===== src/rtl/lfetch_pkg.sv =====
package lfetch_pkg;
  localparam int DEF_FIELD_W    = 3;
  localparam int DEF_OFF_W      = 12;
  localparam int DEF_LINE_WORDS = 4;
  localparam int DEF_WORD_W     = 12;
  localparam int DEF_GEN_W      = 3;
endpackage


===== src/rtl/lfetch_next_line.sv =====
module lfetch_next_line #(
  parameter int FIELD_W    = lfetch_pkg::DEF_FIELD_W,
  parameter int OFF_W      = lfetch_pkg::DEF_OFF_W,
  parameter int LINE_WORDS = lfetch_pkg::DEF_LINE_WORDS
) (
  input  logic [FIELD_W+OFF_W-1:0] cur_pc,
  output logic [FIELD_W+OFF_W-1:0] nxt_pc
);
  localparam int PC_W    = FIELD_W + OFF_W;
  localparam int LINE_LG = $clog2(LINE_WORDS);

  logic [OFF_W-1:0] off_base;
  logic [OFF_W-1:0] off_next;

  generate
    if (LINE_LG > 0) begin : g_align
      assign off_base = {cur_pc[OFF_W-1:LINE_LG], {LINE_LG{1'b0}}};
    end else begin : g_noalign
      assign off_base = cur_pc[OFF_W-1:0];
    end
  endgenerate

  // carry out of the offset is dropped: the selector field never moves
  assign off_next = off_base + OFF_W'(LINE_WORDS);
  assign nxt_pc   = {cur_pc[PC_W-1:OFF_W], off_next};
endmodule


===== src/rtl/lfetch_fill_ctl.sv =====
module lfetch_fill_ctl #(
  parameter int PC_W    = 15,
  parameter int LINE_LG = 2
) (
  input  logic                    clk,
  input  logic                    rst_n,
  input  logic                    restart,
  input  logic                    probe_hit,
  input  logic                    take_bundle,
  input  logic [PC_W-1:0]         eff_pc,
  input  logic                    fill_ready,
  output logic                    fill_valid,
  output logic [PC_W-LINE_LG-1:0] fill_line_addr
);
  logic pend_q, pend_d, eff_pend, fill_fire;

  // a redirect forgets the request in flight in the same cycle
  assign eff_pend       = pend_q & ~restart;
  assign fill_valid     = ~eff_pend & ~probe_hit;
  assign fill_fire      = fill_valid & fill_ready;
  assign fill_line_addr = eff_pc[PC_W-1:LINE_LG];

  always_comb begin
    pend_d = eff_pend;
    if (take_bundle) pend_d = 1'b0;
    if (fill_fire)   pend_d = 1'b1;
  end

  always_ff @(posedge clk or negedge rst_n) begin
    if (!rst_n) pend_q <= 1'b0;
    else        pend_q <= pend_d;
  end
endmodule


===== src/rtl/lfetch_seq.sv =====
module lfetch_seq #(
  parameter int FIELD_W    = lfetch_pkg::DEF_FIELD_W,
  parameter int OFF_W      = lfetch_pkg::DEF_OFF_W,
  parameter int LINE_WORDS = lfetch_pkg::DEF_LINE_WORDS,
  parameter int WORD_W     = lfetch_pkg::DEF_WORD_W,
  parameter int GEN_W      = lfetch_pkg::DEF_GEN_W,
  parameter logic [FIELD_W+OFF_W-1:0] RESET_PC = '0
) (
  input  logic                                          clk,
  input  logic                                          rst_n,
  input  logic                                          redirect_valid,
  input  logic [FIELD_W+OFF_W-1:0]                      redirect_pc,
  input  logic [GEN_W-1:0]                              gen_in,
  output logic [FIELD_W+OFF_W-1:0]                      probe_pc,
  input  logic                                          probe_hit,
  input  logic [LINE_WORDS*WORD_W-1:0]                  probe_line,
  output logic                                          fill_valid,
  input  logic                                          fill_ready,
  output logic [FIELD_W+OFF_W-$clog2(LINE_WORDS)-1:0]   fill_line_addr,
  output logic                                          bnd_valid,
  input  logic                                          bnd_ready,
  output logic [FIELD_W+OFF_W-1:0]                      bnd_pc,
  output logic [LINE_WORDS*WORD_W-1:0]                  bnd_line,
  output logic [GEN_W-1:0]                              bnd_gen,
  output logic                                          bnd_after_restart
);
  localparam int PC_W    = FIELD_W + OFF_W;
  localparam int LINE_LG = $clog2(LINE_WORDS);

  logic [PC_W-1:0] pc_q, pc_d, eff_pc, nxt_pc;
  logic            pc_en;
  logic            after_q, after_d, after_en, eff_after;
  logic            take_bundle;

  // redirect acts in the cycle it arrives
  assign eff_pc      = redirect_valid ? redirect_pc : pc_q;
  assign eff_after   = redirect_valid | after_q;
  assign take_bundle = probe_hit & bnd_ready;

  lfetch_next_line #(
    .FIELD_W(FIELD_W), .OFF_W(OFF_W), .LINE_WORDS(LINE_WORDS)
  ) u_next (
    .cur_pc(eff_pc),
    .nxt_pc(nxt_pc)
  );

  lfetch_fill_ctl #(
    .PC_W(PC_W), .LINE_LG(LINE_LG)
  ) u_fill (
    .clk(clk),
    .rst_n(rst_n),
    .restart(redirect_valid),
    .probe_hit(probe_hit),
    .take_bundle(take_bundle),
    .eff_pc(eff_pc),
    .fill_ready(fill_ready),
    .fill_valid(fill_valid),
    .fill_line_addr(fill_line_addr)
  );

  // next-state logic
  always_comb begin
    pc_en    = take_bundle | redirect_valid;
    pc_d     = take_bundle ? nxt_pc : redirect_pc;
    after_en = take_bundle | redirect_valid;
    after_d  = ~take_bundle;
  end

  // state registers with explicit enables
  always_ff @(posedge clk or negedge rst_n) begin
    if (!rst_n) begin
      pc_q    <= RESET_PC;
      after_q <= 1'b1;
    end else begin
      if (pc_en)    pc_q    <= pc_d;
      if (after_en) after_q <= after_d;
    end
  end

  assign probe_pc          = eff_pc;
  assign bnd_valid         = probe_hit;
  assign bnd_pc            = eff_pc;
  assign bnd_line          = probe_line;
  assign bnd_gen           = gen_in;
  assign bnd_after_restart = eff_after;
endmodule


===== config.mk =====
export PLATFORM = sky130hd
export DESIGN_NAME = lfetch_seq
export DESIGN_NICKNAME = d
export VERILOG_FILES = /design/src/rtl/lfetch_pkg.sv /design/src/rtl/lfetch_next_line.sv /design/src/rtl/lfetch_fill_ctl.sv /design/src/rtl/lfetch_seq.sv
export SDC_FILE = /design/constraint.sdc
export NUM_CORES = 1
export LEC_CHECK = 0
export BUFFER_PORTS_ARGS = -buffer_cell sky130_fd_sc_hd__buf_2
export CAP_MARGIN = 20
export CELL_PAD_IN_SITES_DETAIL_PLACEMENT = 1
export CELL_PAD_IN_SITES_GLOBAL_PLACEMENT = 1
export CORE_UTILIZATION = 24
export CTS_CLUSTER_DIAMETER = 40
export CTS_CLUSTER_SIZE = 30
export DETAILED_ROUTE_END_ITERATION = 12
export PLACE_DENSITY = 0.95
export SLEW_MARGIN = 20
export SYNTH_ARGS = -nofsm -noshare
export SYNTH_HDL_FRONTEND = slang
export SYNTH_SLANG_ARGS = --single-unit

===== constraint.sdc =====
create_clock -name clk -period 2.66 [get_ports clk]
set_input_delay 0.399 -clock clk [delete_from_list [all_inputs] [get_ports clk]]
set_output_delay 0.399 -clock clk [all_outputs]
set_load 0.02 [all_outputs]

======== After elaboration in Yosys (flattened, before gate mapping) ========
Index checks and enable logic that the tools add are counted.
operators by class
  add/subtract/negate cells ............... 1
  multiplexer cells ....................... 4
  bitwise gates (word level) .............. 10
operator list
  cell                                                              count
  15-bit two-way mux                                                2
  12-bit by 3-bit adder with 12-bit output (second input constant)  1
  1-bit AND                                                         4
  1-bit inverter                                                    4
  1-bit two-way mux                                                 2
  1-bit OR                                                          2
storage, ports and cells
  register bits ........................... 17
  bits of input ports ..................... 72
  output and inout port bits .............. 97
  logic and storage cells ................. 18

======== Depth between registers and ports, before layout ========
  depth in word-level cells ............... 6
  gate-level depth with buffers ........... 8
  mapped depth without buffers ............ 7

======== Hierarchy ========
From an unflattened synthesis, not the netlist that was laid out.
unflattened totals
  cells, all modules ...................... 168
  area total of the unflattened synthesis .. 1692.9 µm²
modules (own cells, without submodules)
  module            times used  cells an instance  area an instance (µm²)  sequential area each (µm²)
  lfetch_seq        1           120                1336.3                  401.6
  lfetch_next_line  1           30                 205.2                   0.0
  lfetch_fill_ctl   1           18                 151.4                   25.0

======== Worst setup path after synthesis ========
OpenSTA, ideal clock, no wires.
  path kind ............................... input port to flip-flop
  start point ............................. input redirect_valid
  end point ............................... register pc_q[8]
  setup time .............................. 0.127 ns
  data arrival time ....................... 1.760 ns
  data required time ...................... 2.533 ns
  setup slack ............................. 0.773 ns
  stages .................................. 8
  path buffers ............................ 1
  cell sequence ........................... buf_6 -> mux2i_2 -> inv_1 -> ha_1 -> nand3_1 -> a211oi_2 -> and2_1 -> xor2_1
between the ends
  word-level cells in the longest chain between the ends .. 3
  elaborated cells on any way between the ends .. 4
  classes of those cells .................. 1 x add/sub; 2 x mux; 1 x bitwise
ends and longest elaborated chain
  element                                   RTL line                RTL
  start, declared                           lfetch_seq.sv:11        input logic redirect_valid,
  15-bit two-way mux                        lfetch_seq.sv:36        assign eff_pc = redirect_valid ? redirect_pc : pc_q;
  via bnd_pc[2]                             lfetch_seq.sv:22        output logic [FIELD_W+OFF_W-1:0] bnd_pc,
  12-bit by 3-bit adder with 12-bit output  lfetch_next_line.sv:24  assign off_next = off_base + OFF_W'(LINE_WORDS);
  15-bit two-way mux                        lfetch_seq.sv:64        pc_d = take_bundle ? nxt_pc : redirect_pc;
  end signal, assigned                      lfetch_seq.sv:75        if (pc_en) pc_q <= pc_d;
  end, declared                             lfetch_seq.sv:30        logic [PC_W-1:0] pc_q, pc_d, eff_pc, nxt_pc;
The timed path passes the listed nets, and every way through them passes these cells.
A chain may end at the register's enable or synchronous reset.

======== Final worst setup path ========
  start point ............................. input redirect_valid
  end point ............................... output probe_pc[6]
between the ends
  word-level cells in the longest chain between the ends .. 1
ends and longest elaborated chain
  element             RTL line          RTL
  15-bit two-way mux  lfetch_seq.sv:36
  end, declared       lfetch_seq.sv:14  output logic [FIELD_W+OFF_W-1:0] probe_pc,
Every way passes these cells.

==> impl_results.md <==
* Status: complete, no violations
* Adder-cell share of the synthesized area at 0.798%
* Layout Skew at 0.00569 ns
* RR Endpoint: pc_q[8]$_DFFE_PN0P_
* # rows at 29
* Initial Utilization at 24.8%
* Flops & latches, synth at 17
* Reg clk slew, reported paths at 0.07 ns
* Port Buffers at 66
* LEAKAGE at between 0.7 and 0.8 nW
* Final setup fails at 0
* Gr usage total at 9.02%
* Core Region at 6310 um^2
* Clk Tree Root Cell: clkbuf_8
* Crit path time final at 1.98 ns
* Worst-case clock buffer depth at 2
* Max FO, Critical Path at 17
* Buf/Inv on CP at 4
* DRT Pass-1 Iters at 4
* Unrepaired setup endpoints after global routing: false
* Synthesized area at 1570 um^2
* Clock insertion delay at the later pin of the skew report at 0.25 ns
* Post-cts hold buffer count at 0
* Vias in the first global route at between 900 and 1,000
* Worst Setup Path Type: in2out
* Drt initial violations at 26
* Crit-path max cell delay at 0.33 ns
* Fin. Hold Viols at 0
* Die width at 82.8 um
* Worst-margin pin slew at approximately 0.42 ns
* Worst Hold Class: in2async
* Peak supply drop at 0.175 mV
* Die height at 82.8 um
* Fin. max-slew vios at 0
* Gpl congestion at 0.720
* H-tree depth at 1
* Fin crit share at about three quarters
* Die area at between 6000 and 7000 um^2
* Setup TNS at 0 ns
* Critical path startpoint category: input port
* Clk sinks at 17
* Synth cell types at 26
* Layout cells sized above 1 at between 50 and 60%
* Final #Nets at 231
* Area growth syn-to-layout at -8.62%
* Met2 global-route usage at 15.6%
* Largest net degree at the start of global routing at 18
* Synth Area in XOR/XNOR at 4.47%
* Worst Setup End Kind: output pin
* R2R setup slack at 1.15 ns
* Worst Path Arrival at 1.58 ns
* CP max stage cell: buf_2
* Register area share after synthesis at 27.2%
* Largest family of logic cells by synthesized area: buffers and inverters
* Final ANT Viol Nets at 0
* PwrDens at 580 nW/um^2
* Number of remaining DRC errors at 0
* Simple-gate portion of the synthesized area at under 10%
* YS warnings at 0
* Synth Instances at around 170
* WP data required at 2.26 ns
* Vias per cell at about 4.2
* F_max at approximately 510 MHz
* Synth Area in Compound Gates at 3.43%
* Hpwl dp at 2.55 mm
* Met1 Use GR at 9.29%
* Post-layout util at 22.7%
* Setup repair bufs after CTS at 0
* Rel. slew slack at 72.0%
* Antenna violations before repair at 0
* Post-CTS Resized at 0
* Critical path's most frequent cell: buf_2
* Met3 usage at 3.98%
* GR peak layer: met2
* Max cap viols at 0
* Worst flop-to-flop path startpoint: pc_q[3]$_DFFE_PN0P_
* Critical Path, Cell by Cell: buf_2, buf_4, mux2i_1, inv_1, buf_2
* I/O pins at roughly 170
* Final wirelength at 3.14 mm
* CTS tree: done
* Post-synthesis mux area share at between 10% and 20%
* Wire length per cell at approximately 13 um
* Worst r2r path cells at 7
* Post-synth net total at 240
* CP delay by family, top: buffers and inverters
* GRT Residual Overflow at 0
* Vias at 976
* Power Total at 0.831 mW
* Syn Area/Cell at 9.39 um^2
* First-pass GRT wire length at 4.89 mm
* N_diodes at 0
* Cts bufs inserted at 3
==> stage by stage <==
step | instance area [um^2] | worst slack, ns | instances | hold WS, ns
floorplan | 1570 | 0.773 | 167 | 0.103
global placement | 1390 | 0.713 | 230 | 0.352
detailed placement | 1390 | 0.638 | 230 | 0.360
CTS | 1430 | 0.663 | 234 | 0.0825
global route | 1430 | 0.579 | 234 | 0.0891
finish | 1430 | 0.685 | 234 | 0.0735
==> where the power goes <==
part / switching, mW / internal (mW) / leakage (nW)
clock network: 0.0906 / 0.104 / 0.0255
logic: 0.209 / 0.118 / 0.491
registers: 0.0185 / 0.291 / 0.200
total: 0.318 / 0.513 / 0.717
==> logic make-up (layout without fill, tap and decap cells) <==
logic type | after synthesis | after routing
compound gates | 8 | 8
xor+xnor | 8 | 8
fa+ha+maj | 1 | 1
buf+inv | 90 | 80
flops | 17 | 17
mux | 17 | 17
simple gates | 26 | 26
==> worst max path at each step <==
stage / startpoint / to / slack (ns) / cells after the start
2_1_floorplan: redirect_valid / pc_q[8]$_DFFE_PN0P_ / 0.77 / 8
3_3_place_gp: redirect_valid / bnd_pc[5] / 0.71 / 4
3_5_place_dp: redirect_valid / pc_q[8]$_DFFE_PN0P_ / 0.64 / 8
4_1_cts: redirect_valid / probe_pc[6] / 0.66 / 5
5_1_grt: redirect_valid / probe_pc[6] / 0.58 / 5
6_report: redirect_valid / probe_pc[6] / 0.68 / 5
==> sequential cells by signal, summed over array words and instances (netlist names) <==
register,count
pc_q,15
u_fill.pend_q,1
after_q,1
==> cells in the mapped netlist <==
master	n	share of area [%]
nand2b_1	1	0.40
nand3_1	5	1.6
o22ai_1	1	0.40
and2_1	4	1.6
a211oi_2	1	0.80
nor4_2	1	0.80
mux2i_2	2	1.8
or2_1	1	0.40
nand2_1	7	1.7
o21ai_0	2	0.64
mux2_2	12	8.6
a21oi_1	3	0.96
dfrtp_1	16	26
xor2_1	4	2.2
nor2_1	3	0.72
ha_1	1	0.80
a32o_1	1	0.64
inv_1	7	1.7
buf_4	81	39
nand4_1	2	0.80
xnor2_1	4	2.2
nand3b_4	1	1.3
buf_6	2	1.4
dfstp_2	1	1.7
mux2i_1	3	1.9
nor3_2	1	0.64
==> worst reg2reg max path: stages (launching register included) <==
cell and delay (ns):
dfrtp_1 0.34, mux2i_2 0.07, inv_1 0.13, ha_1 0.16, nand3_1 0.15, a211oi_2 0.25, and2_1 0.18, xor2_1 0.15
==> routing by layer <==
layer  up-vias  part of all wire, %
li1        436                    -
met1       462                   38
met2        56                   50
met3        22                   10
met4         0                  2.4
met5         -                    0
==> cells in the final DEF, fill, tap and decap left out, types with 2 or more instances in the layout <==
master,synthesis,layout
a21oi_1,3,3
and2_1,4,4
buf_2,0,66
buf_4,81,3
clkbuf_8,0,3
dfrtp_1,16,16
inv_1,7,7
mux2_2,12,12
mux2i_1,3,3
mux2i_2,2,2
nand2_1,7,7
nand3_1,5,5
nand4_1,2,2
nor2_1,3,3
o21ai_0,2,2
xnor2_1,4,4
xor2_1,4,4
==> cell type report <==
class / count / area [um^2]
inverter: 7 / 26.3
tap: 77 / 96.3
sequential: 17 / 427
clock inverter: 1 / 5.00
timing repair buffer: 69 / 353
fill: 774 / 4880
clock buffer: 3 / 41.3
multi-input combinational: 60 / 484
Note: power is estimated with default switching activity, not from simulation.
